**src/rtl/lcdc_regs_pkg.sv**
```systemverilog
package lcdc_regs_pkg;
    localparam int AW    = 12;
    localparam int DW    = 32;
    localparam int NIRQ  = 4;
    localparam int COL_W = 11;
    localparam int ROW_W = 11;
    localparam int IDX_W = AW - 2;

    localparam logic [IDX_W-1:0] IX_TIM0 = 10'd0;
    localparam logic [IDX_W-1:0] IX_TIM1 = 10'd1;
    localparam logic [IDX_W-1:0] IX_TIM3 = 10'd3;
    localparam logic [IDX_W-1:0] IX_UBAS = 10'd4;
    localparam logic [IDX_W-1:0] IX_LBAS = 10'd5;
    localparam logic [IDX_W-1:0] IX_MASK = 10'd6;
    localparam logic [IDX_W-1:0] IX_CTRL = 10'd7;
    localparam logic [IDX_W-1:0] IX_RAW  = 10'd8;
    localparam logic [IDX_W-1:0] IX_MSKD = 10'd9;
    localparam logic [IDX_W-1:0] IX_CLR  = 10'd10;
    localparam logic [IDX_W-1:0] IX_UCUR = 10'd11;
    localparam logic [IDX_W-1:0] IX_LCUR = 10'd12;
    localparam logic [IDX_W-1:0] IX_ID0  = 10'h3F8;

    localparam int C_EN   = 0;
    localparam int C_PWR  = 11;
    localparam int C_BEB  = 9;
    localparam int C_BEP  = 10;

    typedef struct packed {
        logic [COL_W-1:0] cols;
        logic [ROW_W-1:0] rows;
    } geom_t;

    function automatic geom_t decode_geom(input logic [DW-1:0] t0, input logic [DW-1:0] t1);
        geom_t g;
        logic [COL_W-1:0] units;
        units  = COL_W'(t0[7:2]) + COL_W'(1);
        g.cols = units << 4;
        g.rows = ROW_W'(t1[9:0]) + ROW_W'(1);
        return g;
    endfunction

    function automatic logic [7:0] id_byte(input logic [2:0] k);
        case (k)
            3'd0: id_byte = 8'h10;
            3'd1: id_byte = 8'h11;
            3'd2: id_byte = 8'h04;
            3'd3: id_byte = 8'h00;
            3'd4: id_byte = 8'h0D;
            3'd5: id_byte = 8'hF0;
            3'd6: id_byte = 8'h05;
            default: id_byte = 8'hB1;
        endcase
    endfunction
endpackage

```
**src/rtl/lcdc_idrom.sv**
```systemverilog
module lcdc_idrom
    import lcdc_regs_pkg::*;
(
    input  logic [2:0] sel,
    output logic [7:0] id_val
);
    always_comb id_val = id_byte(sel);
endmodule

```
**src/rtl/lcdc_irq.sv**
```systemverilog
module lcdc_irq
    import lcdc_regs_pkg::*;
#(
    parameter int N = NIRQ
) (
    input  logic         clk,
    input  logic         rst,
    input  logic [N-1:0] events,
    input  logic         mask_we,
    input  logic         clr_we,
    input  logic [N-1:0] wbits,
    output logic [N-1:0] mask_q,
    output logic [N-1:0] raw_q,
    output logic [N-1:0] masked,
    output logic         irq
);
    for (genvar i = 0; i < N; i++) begin : g_bit
        always_ff @(posedge clk) begin
            if (rst)
                raw_q[i] <= 1'b0;
            else if (events[i])
                raw_q[i] <= 1'b1;
            else if (clr_we && wbits[i])
                raw_q[i] <= 1'b0;
        end
    end

    always_ff @(posedge clk) begin
        if (rst)
            mask_q <= '0;
        else if (mask_we)
            mask_q <= wbits;
    end

    always_comb begin
        masked = raw_q & mask_q;
        irq    = |masked;
    end
endmodule

```
**src/rtl/lcdc_geom.sv**
```systemverilog
module lcdc_geom
    import lcdc_regs_pkg::*;
(
    input  logic          clk,
    input  logic          rst,
    input  logic [DW-1:0] tim0,
    input  logic [DW-1:0] tim1,
    input  logic [DW-1:0] wdata,
    input  logic          tim0_we,
    input  logic          tim1_we,
    input  logic          ctrl_we,
    input  logic          en_now,
    output geom_t         geom,
    output logic          resize
);
    geom_t g_t0, g_t1;

    always_comb begin
        geom = decode_geom(tim0, tim1);
        g_t0 = decode_geom(wdata, tim1);
        g_t1 = decode_geom(tim0, wdata);
    end

    always_ff @(posedge clk) begin
        if (rst)
            resize <= 1'b0;
        else
            resize <= (tim0_we && en_now && (g_t0.cols != geom.cols)) ||
                      (tim1_we && en_now && (g_t1.rows != geom.rows)) ||
                      (ctrl_we && wdata[C_EN] && wdata[C_PWR]);
    end
endmodule

```
**src/rtl/lcdc_regs.sv**
```systemverilog
module lcdc_regs
    import lcdc_regs_pkg::*;
(
    input  logic              clk,
    input  logic              rst,
    input  logic              wr_en,
    input  logic              rd_en,
    input  logic [AW-1:0]     addr,
    input  logic [DW-1:0]     wdata,
    output logic [DW-1:0]     rdata,
    input  logic [NIRQ-1:0]   irq_events,
    output logic              irq_out,
    output logic              disp_en,
    output logic [COL_W-1:0]  cols,
    output logic [ROW_W-1:0]  rows,
    output logic [2:0]        depth_mode,
    output logic              be_bytes,
    output logic              be_pixels,
    output logic              resize_pulse,
    output logic              access_err
);
    logic [IDX_W-1:0] idx;
    logic [DW-1:0]    tim_q [4];
    logic [DW-1:0]    ubase_q, lbase_q, ctrl_q;
    logic [NIRQ-1:0]  irq_mask, irq_raw, irq_masked;
    logic             is_id, wr_ok, rd_ok;
    logic [7:0]       id_val;
    logic [DW-1:0]    rd_mux;
    geom_t            geom;

    assign idx   = addr[AW-1:2];
    assign is_id = (idx >= IX_ID0);
    assign wr_ok = (idx <= IX_CTRL) || (idx == IX_CLR);
    assign rd_ok = is_id || (idx <= IX_MSKD) || (idx == IX_UCUR) || (idx == IX_LCUR);

    for (genvar t = 0; t < 4; t++) begin : g_tim
        always_ff @(posedge clk) begin
            if (rst)
                tim_q[t] <= '0;
            else if (wr_en && idx == IX_TIM0 + IDX_W'(t))
                tim_q[t] <= wdata;
        end
    end

    always_ff @(posedge clk) begin
        if (rst) begin
            ubase_q    <= '0;
            lbase_q    <= '0;
            ctrl_q     <= '0;
            access_err <= 1'b0;
            rdata      <= '0;
        end else begin
            if (wr_en && idx == IX_UBAS) ubase_q <= wdata;
            if (wr_en && idx == IX_LBAS) lbase_q <= wdata;
            if (wr_en && idx == IX_CTRL) ctrl_q  <= wdata;
            if ((wr_en && !wr_ok) || (rd_en && !rd_ok))
                access_err <= 1'b1;
            if (rd_en)
                rdata <= rd_mux;
        end
    end

    lcdc_idrom u_id (
        .sel    (idx[2:0]),
        .id_val (id_val)
    );

    lcdc_irq #(.N(NIRQ)) u_irq (
        .clk     (clk),
        .rst     (rst),
        .events  (irq_events),
        .mask_we (wr_en && idx == IX_MASK),
        .clr_we  (wr_en && idx == IX_CLR),
        .wbits   (wdata[NIRQ-1:0]),
        .mask_q  (irq_mask),
        .raw_q   (irq_raw),
        .masked  (irq_masked),
        .irq     (irq_out)
    );

    lcdc_geom u_geom (
        .clk     (clk),
        .rst     (rst),
        .tim0    (tim_q[0]),
        .tim1    (tim_q[1]),
        .wdata   (wdata),
        .tim0_we (wr_en && idx == IX_TIM0),
        .tim1_we (wr_en && idx == IX_TIM1),
        .ctrl_we (wr_en && idx == IX_CTRL),
        .en_now  (disp_en),
        .geom    (geom),
        .resize  (resize_pulse)
    );

    always_comb begin
        rd_mux = '0;
        if (is_id)
            rd_mux = DW'(id_val);
        else if (idx <= IX_TIM3)
            rd_mux = tim_q[idx[1:0]];
        else begin
            case (idx)
                IX_UBAS, IX_UCUR: rd_mux = ubase_q;
                IX_LBAS, IX_LCUR: rd_mux = lbase_q;
                IX_MASK:          rd_mux = DW'(irq_mask);
                IX_CTRL:          rd_mux = ctrl_q;
                IX_RAW:           rd_mux = DW'(irq_raw);
                IX_MSKD:          rd_mux = DW'(irq_masked);
                default:          rd_mux = '0;
            endcase
        end
    end

    always_comb begin
        disp_en    = ctrl_q[C_EN] && ctrl_q[C_PWR];
        depth_mode = ctrl_q[3:1];
        be_bytes   = ctrl_q[C_BEB];
        be_pixels  = ctrl_q[C_BEP];
        cols       = geom.cols;
        rows       = geom.rows;
    end
endmodule

```
**config.mk**
```make
export PLATFORM = sky130hd
export DESIGN_NAME = lcdc_regs
export DESIGN_NICKNAME = d
export VERILOG_FILES = /design/src/rtl/lcdc_regs_pkg.sv /design/src/rtl/lcdc_idrom.sv /design/src/rtl/lcdc_irq.sv /design/src/rtl/lcdc_geom.sv /design/src/rtl/lcdc_regs.sv
export SDC_FILE = /design/constraint.sdc
export NUM_CORES = 1
export LEC_CHECK = 0
export ABC_AREA = 1
export CORE_MARGIN = 5
export CORE_UTILIZATION = 58
export DETAILED_ROUTE_END_ITERATION = 7
export DONT_BUFFER_PORTS = 1
export PLACE_DENSITY_LB_ADDON = 0.2
export SETUP_SLACK_MARGIN = 0.15
export SYNTH_ARGS = -nofsm -noshare
export SYNTH_HDL_FRONTEND = slang
export SYNTH_HIERARCHICAL = 1
export SYNTH_SLANG_ARGS = --single-unit
export TNS_END_PERCENT = 50
```
**constraint.sdc**
```tcl
create_clock -name clk -period 4.4 [get_ports clk]
set_input_delay 0.88 -clock clk [delete_from_list [all_inputs] [get_ports clk]]
set_output_delay 0.88 -clock clk [all_outputs]
set_load 0.02 [all_outputs]
```
==> reports/results.md <==
Run status
* **run status** complete, no violations

Power
* **standby leakage power** 5.827 nW
* **power per cell area** 383.2 mW/mm²
* **Pwr Total** 5.354 mW
* **maximum resistive drop on vdd** 0.2743 mV

Detailed routing
* **detailed-route via count** 11140
* **drt first-iter violations** 1124
* **Final ANT Viol Nets** 0
* **aggregate routed wire length** 35300 µm
* **number of search-and-repair iterations in the first detailed-routing pass** 6
* **DR vias/cell** 5.643
* **wire length per cell after detailed routing** 17.88 µm
* **residual DRC count** 0

Final layout
* **final antenna diode count** 0
* **final layout net count** 1728
* **Fillers** 1956
* **Final Non-Filler Cells** 1974
* **fraction of layout instances using a drive strength above 1** 0.07261
* **area grow syn2layout** 8.165%
* **final instance area** 0.01397 mm²

Critical path
* **critical-path maximum fanout** 6
* **launching element type of the critical path** register
* **worst setup path category** register to primary output
* **slack of the worst reg-to-reg path** 2.25 ns
* **arrival time reported for the critical path endpoint** 1.99 ns
* **Critical Path End Type** primary output
* **worst reg-to-reg path cell count** 12
* **required time at the worst-slack endpoint** 3.52 ns

Clocking
* **# resized after CTS** 0
* **clock transition at the register clock pins on the worst setup and hold paths after CTS** 0.06 ns
* **setup repair bufs after CTS** 0
* **number of buffers added to fix hold violations after cts** 0
* **worst-skew pair later-pin latency** 0.56 ns
* **CTS max path bufs** 3
* **clock root buffer** clkbuf_16
* **depth of the CTS H-tree** 1
* **Inserted Clock Buffers** 28
* **CTS tree** built
* **Sinks on Clock Net** 266

STA
* **ratio of final minimum period to clock period** 0.6517
* **relative slew slack** 0.2211
* **RSZ-0062 raised after global routing** no
* **measured slew at the worst slew-check pin** 1.166 ns
* **highest achievable clock rate** 0.3487 GHz
* **PnR worst setup slack** 1.533 ns
* **Final Slew Violations** 0
* **clock skew after layout** 0.006884 ns
* **minimum period implied by the final worst setup slack** 2.867 ns
* **sum of negative setup slack** 0 ns
* **endpoints failing setup** 0
* **Final Hold Vio Count** 0

Synth
* **primary flip-flop cell chosen by synthesis mapping** dfxtp_1
* **Syn Area/Cell** 7.572 µm²
* **FFs w/ async S/R, synth** 0
* **count of flip-flops with a built-in enable after synthesis** 128
* **cell with the most instances after synthesis** nand2_1
* **post-synthesis sequential element count** 266
* **number of instances in the synthesized netlist** 1706
* **count of synthesis-stage warnings from yosys** 6
* **commonest cells in the netlist** 404 x nand2_1, 254 x nor2_1, 205 x inv_1
* **cell taking the most area after synthesis** edfxtp_1
* **summed instance area of the synthesized netlist** 0.01292 mm²
* **area share of the leading cell type in the synthesized netlist** 0.2975
* **sequential element share of the synthesized area** 0.5114
* **cells taking the most area after synthesis** edfxtp_1 30%, dfxtp_1 21%, nand2_1 12%, nor2_1 7.4%, inv_1 6.0%
* **Synth cell types** 31

Min path
* **classification of the worst-slack hold path** primary input to register
* **cell count of the worst hold path** 1

Die
* **Die X-Extent** 159.2 µm
* **initial cell density of the core** 0.5901
* **# rows** 54
* **I/O pin count** 115
* **Die Height** 159.2 µm
* **core area** 0.02189 mm²
* **Die Area** 0.02536 mm²

Global route
* **first-pass GRT wire length** 55990 µm
* **via count of the first global-routing pass** 10250
* **overall global routing resource usage** 0.2691
* **total global routing overflow** 0
* **maximum number of pins on one net before global-route repair** 99
* **initial antenna violation count** 0

Place
* **routability congestion estimate** 0.8835
* **cell count after placement** 1922
* **area of placed instances** 0.01307 mm²
* **Setup Slack @ Placement** 1.329 ns
* **half-perimeter wire length of the detailed placement result** 22930 µm
* **count of input and output buffers** 0

Flow run
* **Max Cap Violations** 0

==> report_power, final <==
group          switching (mW)  internal, mW
Clock                   0.988          1.33
Combinational           0.252        0.0927
Sequential             0.0399          2.66
Total                    1.28          4.07
==> critical path, cell delays in order (launching register included) <==
cell and delay [ns]:
edfxtp_1 0.49, ha_1 0.29, nand2_1 0.17, inv_2 0.09
nor2_1 0.39
==> cell type report <==
cell class / count / area [µm²] / area share
Timing Repair Buffer: 26 / 195.2 / 0.01397
Inverter: 217 / 814.5 / 0.05829
Multi-Input combinational cell: 1133 / 5100 / 0.3650
Clock inverter: 17 / 160.2 / 0.01146
Sequential cell: 266 / 6606 / 0.4728
Tap cell: 280 / 350.3 / 0.02507
Clock buffer: 35 / 747.0 / 0.05346
==> layout by cell type (no fill, tap or decap), drive strengths merged <==
cell type / Yosys / final
a21oi: 141 / 141
a22oi: 4 / 4
a31oi: 1 / 1
buf: 44 / 26
bufinv: 0 / 2
clkbuf: 49 / 35
clkinv: 3 / 14
clkinvlp: 0 / 2
conb: 2 / 5
dfxtp: 138 / 138
edfxtp: 128 / 128
ha: 4 / 4
inv: 214 / 216
nand2: 412 / 412
nand3: 108 / 108
nand4: 25 / 25
nor2: 271 / 271
nor3: 3 / 3
nor4: 1 / 1
o211ai: 8 / 8
o21ai: 111 / 111
o22ai: 32 / 32
or2: 7 / 7
==> cells by family after synthesis <==
group	Yosys count	share of synthesized area
other cells	2	0.0005813
buf+inv	310	0.09666
fa+ha+maj	4	0.003874
compound gates	297	0.1217
flops	266	0.5114
simple gates	827	0.2658
==> sequential cells by signal, indices dropped and copies added (netlist names) <==
signal and flops:
tim_q 128, rdata 32, lbase_q 32, ubase_q 32, u_irq/mask_q 4, u_geom/resize 1
ctrl_q 32, access_err 1, u_irq/raw_q 4
==> stage by stage <==
| stage | util | hold slack (ns) |
|---|---|---|
| floorplan | - | 0.4237 |
| CTS | 0.6383 | 0.3756 |
| global placement | 0.5969 | 0.4318 |
| detailed placement | 0.5969 | 0.4365 |
| global route | 0.6383 | 0.3770 |
| finish | 0.6383 | 0.3921 |
==> worst paths after layout <==
| check | start | end |
|---|---|---|
| worst max register to register | tim_q[1][0] | u_geom/resize |
| worst min register to register | ubase_q[26] | ubase_q[26] |
| worst max-delay path | tim_q[1][0] | rows[2] |
| worst min-delay path | rst | u_irq/mask_q[3] |
==> routing by layer <==
metal / vias to the layer above / wire length (µm) / global-route usage
li1: 5421 / - / -
met2: 483 / 16150 / 0.4313
met1: 5178 / 14820 / 0.3673
met4: 0 / 794 / 0.07677
met3: 58 / 3536 / 0.06394
met5: - / 0 / 0
Power figures use the tool's default switching activity.
